===== src/rtl/xcvr_pwr_pkg.sv =====
package xcvr_pwr_pkg;

    typedef enum logic [2:0] {
        MD_NORMAL     = 3'd0,
        MD_STANDBY    = 3'd1,
        MD_PON_STBY   = 3'd2,
        MD_GOTO_SLEEP = 3'd3,
        MD_SLEEP      = 3'd4
    } pm_mode_t;

    typedef enum logic [1:0] {
        SRC_FAULT   = 2'd0,
        SRC_BUSDATA = 2'd1,
        SRC_WAKE    = 2'd2,
        SRC_PWRON   = 2'd3
    } pin_src_t;

    // {stb,en} pair to requested mode
    function automatic pm_mode_t decode_pins(input logic [1:0] pins);
        pm_mode_t m;
        case (pins)
            2'b11:   m = MD_NORMAL;
            2'b10:   m = MD_PON_STBY;
            2'b01:   m = MD_GOTO_SLEEP;
            default: m = MD_STANDBY;
        endcase
        return m;
    endfunction

endpackage


===== src/rtl/xcvr_sync.sv =====
module xcvr_sync #(
    parameter int WIDTH = 1,
    parameter int STAGES = 2
) (
    input  logic             clk,
    input  logic             rst_n,
    input  logic [WIDTH-1:0] d,
    output logic [WIDTH-1:0] q
);
    logic [WIDTH-1:0] chain [STAGES];

    always_ff @(posedge clk or negedge rst_n) begin
        if (!rst_n) begin
            for (int i = 0; i < STAGES; i++) chain[i] <= '0;
        end else begin
            chain[0] <= d;
            for (int i = 1; i < STAGES; i++) chain[i] <= chain[i-1];
        end
    end

    assign q = chain[STAGES-1];
endmodule


===== src/rtl/xcvr_wake_filter.sv =====
module xcvr_wake_filter #(
    parameter int WAKE_DEB_CYC = 8,
    parameter int BUS_DOM_CYC  = 8
) (
    input  logic clk,
    input  logic rst_n,
    input  logic arm,
    input  logic wake_s,
    input  logic canh_dom,
    input  logic canl_dom,
    output logic wake_req
);
    localparam int DEB_W = $clog2(WAKE_DEB_CYC + 1);
    localparam int DOM_W = $clog2(BUS_DOM_CYC + 1);
    localparam logic [DEB_W-1:0] DEB_LAST = DEB_W'(WAKE_DEB_CYC - 1);
    localparam logic [DOM_W-1:0] DOM_LAST = DOM_W'(BUS_DOM_CYC - 1);
    localparam logic [DOM_W-1:0] DOM_SAT  = DOM_W'(BUS_DOM_CYC);

    // local wake: both edges, new level must persist
    logic             ref_q;
    logic [DEB_W-1:0] deb_cnt;
    logic             local_pulse;

    always_ff @(posedge clk or negedge rst_n) begin
        if (!rst_n) begin
            ref_q       <= 1'b0;
            deb_cnt     <= '0;
            local_pulse <= 1'b0;
        end else begin
            local_pulse <= 1'b0;
            if (!arm) begin
                ref_q   <= wake_s;
                deb_cnt <= '0;
            end else if (wake_s == ref_q) begin
                deb_cnt <= '0;
            end else if (deb_cnt == DEB_LAST) begin
                ref_q       <= wake_s;
                deb_cnt     <= '0;
                local_pulse <= 1'b1;
            end else begin
                deb_cnt <= deb_cnt + 1'b1;
            end
        end
    end

    // remote wake: one dominant-time filter per bus wire
    logic [1:0] dom_in;
    logic [1:0] dom_pulse;
    assign dom_in = {canl_dom, canh_dom};

    for (genvar g = 0; g < 2; g++) begin : g_line
        logic [DOM_W-1:0] dom_cnt;
        always_ff @(posedge clk or negedge rst_n) begin
            if (!rst_n) begin
                dom_cnt      <= '0;
                dom_pulse[g] <= 1'b0;
            end else begin
                dom_pulse[g] <= arm && dom_in[g] && (dom_cnt == DOM_LAST);
                if (!arm || !dom_in[g]) dom_cnt <= '0;
                else if (dom_cnt != DOM_SAT) dom_cnt <= dom_cnt + 1'b1;
            end
        end

        a_r6_line_was_dominant: assert property (@(posedge clk) disable iff (!rst_n)
            dom_pulse[g] |-> $past(dom_in[g]));
    end

    assign wake_req = local_pulse | (|dom_pulse);

    a_r5_local_moves_ref: assert property (@(posedge clk) disable iff (!rst_n)
        local_pulse |-> (ref_q != $past(ref_q)));
    a_r6_pulse_single_cycle: assert property (@(posedge clk) disable iff (!rst_n)
        dom_pulse[0] |=> !dom_pulse[0]);
endmodule


===== src/rtl/xcvr_mode_fsm.sv =====
module xcvr_mode_fsm
    import xcvr_pwr_pkg::*;
#(
    parameter int SLEEP_HOLD_CYC = 20
) (
    input  logic     clk,
    input  logic     rst_n,
    input  logic     stb_s,
    input  logic     en_s,
    input  logic     vcc_ok,
    input  logic     vbat_ok,
    input  logic     wake_req,
    output pm_mode_t state,
    output logic     inh_en,
    output logic     term_to_vcc,
    output pin_src_t err_src,
    output pin_src_t rxd_src,
    output logic     por_flag,
    output logic     wake_flag,
    output logic     wake_arm
);
    localparam int HOLD_W = $clog2(SLEEP_HOLD_CYC + 1);
    localparam logic [HOLD_W-1:0] HOLD_LAST = HOLD_W'(SLEEP_HOLD_CYC - 1);

    pm_mode_t          nxt;
    logic [1:0]        eff_pins;
    logic [1:0]        pins_last;
    logic              pin_chg;
    logic [HOLD_W-1:0] hold_cnt;
    logic              enter_normal;

    // fail-safe: no logic supply reads as both pins low
    assign eff_pins     = vcc_ok ? {stb_s, en_s} : 2'b00;
    assign pin_chg      = (eff_pins != pins_last);
    assign enter_normal = (nxt == MD_NORMAL) && (state != MD_NORMAL);

    always_comb begin
        nxt = state;
        if (!vbat_ok)
            nxt = MD_STANDBY;
        else if (pin_chg && (vcc_ok || state != MD_SLEEP))
            nxt = decode_pins(eff_pins);
        else if (wake_req && (state == MD_SLEEP || state == MD_GOTO_SLEEP))
            nxt = MD_STANDBY;
        else if (state == MD_GOTO_SLEEP && hold_cnt == HOLD_LAST)
            nxt = MD_SLEEP;
    end

    always_ff @(posedge clk or negedge rst_n) begin
        if (!rst_n) begin
            state     <= MD_PON_STBY;
            pins_last <= 2'b00;
            hold_cnt  <= '0;
            por_flag  <= 1'b1;
            wake_flag <= 1'b0;
        end else begin
            state     <= nxt;
            pins_last <= eff_pins;
            if (state == MD_GOTO_SLEEP && nxt == MD_GOTO_SLEEP)
                hold_cnt <= hold_cnt + 1'b1;
            else
                hold_cnt <= '0;
            if (!vbat_ok)          por_flag <= 1'b1;
            else if (enter_normal) por_flag <= 1'b0;
            if (enter_normal)                          wake_flag <= 1'b0;
            else if (wake_req && state != MD_NORMAL)   wake_flag <= 1'b1;
        end
    end

    always_comb begin
        inh_en      = 1'b1;
        term_to_vcc = 1'b0;
        err_src     = SRC_WAKE;
        rxd_src     = SRC_WAKE;
        unique case (state)
            MD_NORMAL: begin
                term_to_vcc = 1'b1;
                err_src     = SRC_FAULT;
                rxd_src     = SRC_BUSDATA;
            end
            MD_PON_STBY:   err_src = SRC_PWRON;
            MD_SLEEP:      inh_en  = 1'b0;
            MD_STANDBY,
            MD_GOTO_SLEEP: inh_en  = 1'b1;
            default:       inh_en  = 1'b1;
        endcase
    end

    assign wake_arm = (state != MD_NORMAL);

    a_r3_sleep_after_full_hold: assert property (@(posedge clk) disable iff (!rst_n)
        (state == MD_SLEEP && $past(state) == MD_GOTO_SLEEP) |-> ($past(hold_cnt) == HOLD_LAST));
    a_r4_wake_beats_sleep: assert property (@(posedge clk) disable iff (!rst_n)
        (state == MD_GOTO_SLEEP && wake_req && !pin_chg && vbat_ok) |=> (state == MD_STANDBY && inh_en));
    a_r9_flags_clear_in_normal: assert property (@(posedge clk) disable iff (!rst_n)
        (state == MD_NORMAL) |-> (!por_flag && !wake_flag));
    a_r10_sleep_ignores_pins_unpowered: assert property (@(posedge clk) disable iff (!rst_n)
        (state == MD_SLEEP && !vcc_ok && vbat_ok && !wake_req) |=> (state == MD_SLEEP));
    a_r11_battery_loss_standby: assert property (@(posedge clk) disable iff (!rst_n)
        !vbat_ok |=> (state == MD_STANDBY && por_flag));
endmodule


===== src/rtl/xcvr_pwr_mode_ctrl.sv =====
module xcvr_pwr_mode_ctrl
    import xcvr_pwr_pkg::*;
#(
    parameter int WAKE_DEB_CYC   = 8,
    parameter int BUS_DOM_CYC    = 8,
    parameter int SLEEP_HOLD_CYC = 20
) (
    input  logic       clk,
    input  logic       rst_n,
    input  logic       stb_pin,
    input  logic       en_pin,
    input  logic       wake_pin,
    input  logic       canh_dom,
    input  logic       canl_dom,
    input  logic       vcc_ok,
    input  logic       vbat_ok,
    output logic [2:0] mode,
    output logic       inh_en,
    output logic       term_to_vcc,
    output logic [1:0] err_src,
    output logic [1:0] rxd_src,
    output logic       por_flag,
    output logic       wake_flag
);
    logic [2:0] pins_s;
    logic       wake_req;
    logic       wake_arm;
    pm_mode_t   state;
    pin_src_t   err_sel;
    pin_src_t   rxd_sel;

    xcvr_sync #(.WIDTH(3), .STAGES(2)) u_sync (
        .clk   (clk),
        .rst_n (rst_n),
        .d     ({stb_pin, en_pin, wake_pin}),
        .q     (pins_s)
    );

    xcvr_wake_filter #(
        .WAKE_DEB_CYC (WAKE_DEB_CYC),
        .BUS_DOM_CYC  (BUS_DOM_CYC)
    ) u_wake (
        .clk      (clk),
        .rst_n    (rst_n),
        .arm      (wake_arm),
        .wake_s   (pins_s[0]),
        .canh_dom (canh_dom),
        .canl_dom (canl_dom),
        .wake_req (wake_req)
    );

    xcvr_mode_fsm #(.SLEEP_HOLD_CYC(SLEEP_HOLD_CYC)) u_fsm (
        .clk         (clk),
        .rst_n       (rst_n),
        .stb_s       (pins_s[2]),
        .en_s        (pins_s[1]),
        .vcc_ok      (vcc_ok),
        .vbat_ok     (vbat_ok),
        .wake_req    (wake_req),
        .state       (state),
        .inh_en      (inh_en),
        .term_to_vcc (term_to_vcc),
        .err_src     (err_sel),
        .rxd_src     (rxd_sel),
        .por_flag    (por_flag),
        .wake_flag   (wake_flag),
        .wake_arm    (wake_arm)
    );

    assign mode    = state;
    assign err_src = err_sel;
    assign rxd_src = rxd_sel;

    a_r7_sleep_means_inh_off: assert property (@(posedge clk) disable iff (!rst_n)
        (mode == 3'd4) |-> !inh_en);
    a_r8_normal_sources: assert property (@(posedge clk) disable iff (!rst_n)
        (mode == 3'd0) |-> (err_src == 2'd0 && rxd_src == 2'd1 && term_to_vcc));
endmodule


===== config.mk =====
export PLATFORM = sky130hd
export DESIGN_NAME = xcvr_pwr_mode_ctrl
export DESIGN_NICKNAME = d
export VERILOG_FILES = /design/src/rtl/xcvr_pwr_pkg.sv /design/src/rtl/xcvr_sync.sv /design/src/rtl/xcvr_wake_filter.sv /design/src/rtl/xcvr_mode_fsm.sv /design/src/rtl/xcvr_pwr_mode_ctrl.sv
export SDC_FILE = /design/constraint.sdc
export NUM_CORES = 1
export LEC_CHECK = 0
export ABC_AREA = 1
export BUFFER_PORTS_ARGS = -buffer_cell sky130_fd_sc_hd__buf_2
export CAP_MARGIN = 10
export CORE_MARGIN = 4
export CORE_UTILIZATION = 53
export CTS_BUF_LIST = sky130_fd_sc_hd__clkbuf_4
export DETAILED_ROUTE_END_ITERATION = 12
export GPL_TIMING_DRIVEN = 0
export HOLD_SLACK_MARGIN = 0.12
export PLACE_DENSITY = 0.77
export SLEW_MARGIN = 20
export SYNTH_ARGS = -nofsm -noshare
export SYNTH_HDL_FRONTEND = slang
export SYNTH_SLANG_ARGS = --single-unit

===== constraint.sdc =====
create_clock -name clk -period 1.32 [get_ports clk]
set_input_delay 0 -clock clk [delete_from_list [all_inputs] [get_ports clk]]
set_output_delay 0 -clock clk [all_outputs]
set_load 0.1 [all_outputs]

==> flow_metrics.tcl, run 1 <==
set metrics [dict create \
    status "finished, violations left" \
    violations "negative hold slack, negative setup slack" \
    synth_ff_type "dfrtp_1" \
    cp-start-kind "register" \
    antenna_cells 0 \
    io_pins 20 \
    fin_cells 255 \
    fmax_mhz 610 \
    synth-xor-area-share_pct 4.88 \
    synthTopCellsByCount "33 x nand2_1, 32 x dfrtp_1, 23 x inv_1" \
    routedWlPerCell_um 13.8 \
    maxSlewViolCount 0 \
    grt_antenna_before_repair 0 \
    wirelength_mm 3.53 \
    synthTopCellsByArea "dfrtp_1 50%, nand2_1 7.7%, inv_1 5.3%" \
    finalCritPeriodShare_pct 124 \
    power_frac_clock_pct 22.1 \
    synth_compound_area_share_pct 5.58 \
    power_density_nw_per_um2 1110 \
    path_clk_slew_ps 110 \
    clk_path_buf_depth 2 \
    p_seq_share_pct 47.1 \
    power_frac_comb_pct 30.8 \
    drcViolationCount 0 \
    drive_gt1_share_pct 42.4 \
    whs_ps -141 \
    path_class "register to primary output" \
    worst_slew_pin_slew_ps 743 \
    power_switching_uw 883 \
    yosysTopAreaCellShare_pct 49.6 \
    worstSkewPairLatency_ps 340 \
    avgSynthCellArea_um2 9.39 \
    die_width_um 63.2 \
    yosys.area.top_type "dfrtp_1" \
    yosysMostFrequentCell "nand2_1" \
    synth_seq_cells 34 \
    power.total_uw 2550 \
    setup_viol 30 \
    dr.pass1.iters 4 \
    initialDrtViolationCount 78 \
    fin_util_pct 81.5 \
    grt_max_degree 35 \
    pre_cts_ws_ps -322 \
    gp_congestion 0.770 \
    die_h_um 63.2 \
    root_buffer "clkbuf_4" \
    required_ps 1320 \
    syn_to_final_growth_pct 42.7 \
    grt_pass1_wl_mm 6.22 \
    port-buffer-count 19 \
    die_area_um2 3990 \
    hpwl_mm 2.17 \
    num_vias 1298 \
    vias_per_cell 5.09 \
    fin_setup_tns_ps -5610 \
    grt_pass1_vias 1396 \
    ant_nets 0 \
    met3_usage_pct 5.86 \
    grt_usage_pct 20.2 \
    cts_sinks 34 \
    vdd_drop_max_v 0.000935 \
    fill_cells 170 \
    synth_edf_count 0 \
    yosysSeqAreaShare_pct 52.8 \
    critical_path.max_fanout 4 \
    synthSimpleGateAreaFrac_pct 25.8 \
    final-seq-area_um2 865 \
    cts_buffers 5 \
    synthMuxAreaShare_pct 0 \
    initial_core_util_pct 57.1 \
    maxCapViolCount 0 \
    slew_headroom_pct 50.5 \
    p_leak_uw 0.00112 \
    async_reset_ff_share_pct 100 \
    setup_slack_ps -320 \
    rsz0062_at_grt "true" \
    synthCells 172 \
    p_int_uw 1670 \
    rows 19 \
    finish.net_count 238 \
    setup.worst_path.end_class "primary output" \
    hold_class "input pin to register" \
    critical_path_arrival_ps 1640 \
    yosys_warnings 0 \
    htreeDepth 2 \
    synth_fp_nets 187 \
    globalRoute.busiestLayer "met2" \
    hold_viol 2 \
    grt_remaining_overflow 0 \
    use_met2_pct 37.4 \
    syn_area_um2 1620 \
    place_inst 222 \
    coreArea_um2 2830 \
    clock_skew_ps 10.9 \
    synthAdderAreaFrac_pct 4.65 \
    yosysUniqueCellTypes 25 \
    p_sw_share_pct 34.6 \
    multiInputGateArea_um2 788 \
    hold_buffers 8 \
    synth_top_family_by_area "simple AND/OR/NAND/NOR gates" \
    tritoncts "yes" \
    grt_use_met1_pct 21.5 \
    fin_crit_ps 1640 \
]
==> power by group through the flow <==
stage          Clock, uW  Sequential [uW]  Combinational, uW
5_1_grt              638             1210                852
2_1_floorplan          0             1290                355
4_1_cts              588             1190                717
6_report             564             1200                786
3_3_place_gp           0             1210                521
3_5_place_dp           0             1220                545
==> stage by stage <==
| stage | hold WS [ps] | area (um2) |
|---|---|---|
| after floorplan | -296 | 1680 |
| after global placement | 95.1 | 1820 |
| after detailed placement | 110 | 1820 |
| after CTS | -162 | 2220 |
| after global routing | -141 | 2300 |
| final | -141 | 2300 |
==> critical path, cell delays in order, from the launching register on <==
cell and delay [ps]:
dfstp_4 660, nor2_4 60, buf_12 120, nand2_8 60, clkinvlp_4 110, buf_6 130
buf_12 150
==> kinds of logic (layout without fill, tap and decap cells) <==
kind of cell | count (synthesis) | after routing
AOI/OAI and AO/OA | 14 | 14
xor gates and xnor gates | 9 | 9
adders and majority gates | 6 | 6
buffers and inverters | 25 | 77
DFF | 34 | 34
and+or+nand+nor | 84 | 84
==> metal layers <==
| layer | vias to the layer above | wire (um) |
|---|---|---|
| li1 | 646 | - |
| met2 | 20 | 1920 |
| met4 | 0 | 64 |
| met3 | 7 | 114 |
| met5 | - | 0 |
| met1 | 625 | 1430 |
==> flip-flops by register name, indices dropped and copies added (netlist names) <==
signal	cells
u_fsm.pins_last	2
u_wake.ref_q	1
u_wake.deb_cnt	4
u_wake.local_pulse	1
u_wake.dom_pulse	2
u_fsm.por_flag	1
u_fsm.state	3
u_sync.q	3
u_fsm.hold_cnt	5
u_fsm.wake_flag	1
u_sync.chain	3
u_wake.g_line.dom_cnt	8
==> area by class of cell <==
type,instances,share of cell area [%]
clock inverter,2,0.434
inverter,23,4.18
sequential,34,37.5
timing repair buffer,45,19.5
buffer,1,0.489
clock buffer,6,1.95
multi-input combinational,113,34.2
tap,31,1.68
==> timing repair <==
item | 4_1_cts | 5_1_grt
gates resized for setup | 47 | 18
hold endpoints to repair | 57 | 3
buffers inserted | 14 | 7
setup endpoints to repair | 22 | 33
pin swaps | 9 | 9
==> path summary, 6_finish.rpt <==
kind,start,end,slack [ps],cells after the start
max in group asynchronous,rst_n,u_fsm.state[2],520,2
min reg2reg,u_sync.chain[3],u_sync.q[0],360,0
max reg2reg,u_fsm.state[0],u_fsm.hold_cnt[3],-290,7
min,vbat_ok,u_fsm.por_flag,-140,2
max,u_fsm.state[1],rxd_src[0],-320,6
min in group asynchronous,rst_n,u_fsm.pins_last[0],250,2
==> layout by cell type (no fill, tap or decap), types with 3 or more instances in the layout <==
cell,Yosys,layout
buf_2,0,9
nor2_1,15,8
clkbuf_4,0,7
nand2_4,0,3
nand2_2,4,6
buf_4,2,15
inv_1,23,16
dfrtp_1,32,30
dlygate4sd3_1,0,8
nor2_4,0,3
xnor2_1,4,4
nand3_2,3,5
inv_2,0,4
nor2_2,7,11
nand2_1,33,26
a21oi_1,8,6
buf_12,0,8
buf_6,0,5
nand3_1,16,14
xor2_1,5,5
ha_1,6,6
Power figures use the tool's default switching activity.
==> run 2: changes to the inputs <==
RECOVER_POWER = 100   (was not set)
==> flow_metrics.tcl, run 2 (synthesis gave the netlist of run 1 again) <==
set metrics [dict create \
    status "finished, violations left" \
    violations "negative hold slack, negative setup slack" \
    hold_viol 2 \
    grt_remaining_overflow 0 \
    largest_registers "u_wake.g_line.dom_cnt x8, u_fsm.hold_cnt x5, u_wake.deb_cnt x4" \
    initial_core_util_pct 57.1 \
    finish.net_count 238 \
    met3_usage_pct 5.86 \
    grt_antenna_before_repair 0 \
    num_vias 1298 \
    die_width_um 63.2 \
    drive_gt1_share_pct 42.4 \
    die_h_um 63.2 \
    setup_viol 30 \
    clock_skew_ps 10.9 \
    globalRoute.busiestLayer "met2" \
    r2r_slack_ps -290 \
    htreeDepth 2 \
    path_class "register to primary output" \
    required_ps 1320 \
    grt_max_degree 35 \
    fin_util_pct 81.5 \
    p_leak_uw 0.00112 \
    setup.worst_path.end_class "primary output" \
    dpl_cell_area_um2 1820 \
    setup_slack_ps -320 \
    wirelength_mm 3.53 \
    coreArea_um2 2830 \
    worst_slew_pin_slew_ps 821 \
    largest_register_ffs 8 \
    antenna_cells 0 \
    hold_class "input pin to register" \
    grt_pass1_wl_mm 6.22 \
    maxSlewViolCount 0 \
    clk_path_buf_depth 2 \
    dr.pass1.iters 4 \
    path_clk_slew_ps 110 \
    p_sw_share_pct 34.6 \
    die_area_um2 3990 \
    vdd_drop_max_v 0.000935 \
    grt_usage_pct 20.2 \
    slew_headroom_pct 45.3 \
    whs_ps -141 \
    power_frac_clock_pct 22.1 \
    cts_sinks 34 \
    grt_use_met1_pct 21.5 \
    root_buffer "clkbuf_4" \
    most-common-layout-cells "30 x dfrtp_1, 26 x nand2_1, 16 x inv_1" \
    p_int_uw 1670 \
    initialDrtViolationCount 78 \
    p_seq_share_pct 47.1 \
    use_met2_pct 37.4 \
    top_register "u_wake.g_line.dom_cnt" \
    io_pins 20 \
    finalCritPeriodShare_pct 124 \
    tritoncts "yes" \
    port-buffer-count 19 \
    maxCapViolCount 0 \
    final_area_um2 2300 \
    drcViolationCount 0 \
    power_density_nw_per_um2 1110 \
    worstSkewPairLatency_ps 340 \
    critical_path.max_fanout 4 \
    power_switching_uw 883 \
    ant_nets 0 \
    final_common_cell "dfrtp_1" \
    hpwl_mm 2.17 \
    syn_to_final_growth_pct 42.7 \
    gp_congestion 0.770 \
    vias_per_cell 5.09 \
    grt_pass1_vias 1396 \
    rows 19 \
    fmax_mhz 610 \
    hold_buffers 8 \
    rsz0062_at_grt "true" \
    critical_path_arrival_ps 1640 \
    fin_crit_ps 1640 \
    power_frac_comb_pct 30.8 \
    routedWlPerCell_um 13.8 \
    cts_buffers 5 \
    cp-start-kind "register" \
]
-- run 2: cell types whose count changed in the layout (fill, tap and decap cells not counted), sizes merged --
cell and delta:
buf -2, clkbuf +2
-- run 2: timing repair --
item                                    CTS  global route
setup buffers                            14             7
endpoints found under the setup margin   22            33
resized for setup                        47            18
gates cloned                              0             0
hold endpoints to repair                 57             3
pin swaps                                 9             9
-- run 2: routing by layer --
layer	vias to the layer above	routed length, um
li1	646	-
met1	625	1420
met2	20	1920
met3	7	114
met4	0	64
met5	-	0
-- run 2: layout make-up --
type	count	area (um2)
fill	170	524
multi-input combinational	113	788
buffer	1	11.3
tap	31	38.8
sequential	34	865
clock buffer	6	45.0
clock inverter	2	10.0
timing repair buffer	45	450
inverter	23	96.3
-- run 2: per-stage QoR --
| step | cells | setup WS [ps] | TNS [ps] | total power, uW |
|---|---|---|---|---|
| 6_report | 255 | -320 | -5620 | 2550 |
| 5_1_grt | 255 | -402 | -8250 | 2700 |
| 4_1_cts | 252 | -280 | -3360 | 2500 |
| 3_5_place_dp | 222 | -322 | -2810 | 1760 |
| 3_3_place_gp | 222 | -299 | -2360 | 1730 |
| 2_1_floorplan | 172 | -756 | -11820 | 1640 |
-- run 2: path summary, 6_finish.rpt --
check | depth (start not counted) | start | end
max in group asynchronous | 2 | rst_n | u_fsm.state[2]
max | 6 | u_fsm.state[1] | rxd_src[0]
min | 2 | vbat_ok | u_fsm.por_flag
min in group asynchronous | 2 | rst_n | u_fsm.pins_last[0]
min reg2reg | 0 | u_sync.chain[3] | u_sync.q[0]
max reg2reg | 7 | u_fsm.state[0] | u_fsm.hold_cnt[3]
-- run 2: power groups by stage --
| stage | clock network (uW) | registers [uW] | logic, uW |
|---|---|---|---|
| after global routing | 638 | 1210 | 851 |
| after floorplan | 0 | 1290 | 355 |
| after global placement | 0 | 1210 | 521 |
| final | 564 | 1200 | 786 |
| after CTS | 588 | 1190 | 717 |
| after detailed placement | 0 | 1220 | 545 |
-- run 2: worst max-delay path, cell delays in order (launching register included) --
cell and delay (ps):
dfstp_4 660, nor2_4 60, buf_12 120, nand2_8 60, clkinvlp_4 110, buf_6 130
buf_12 150
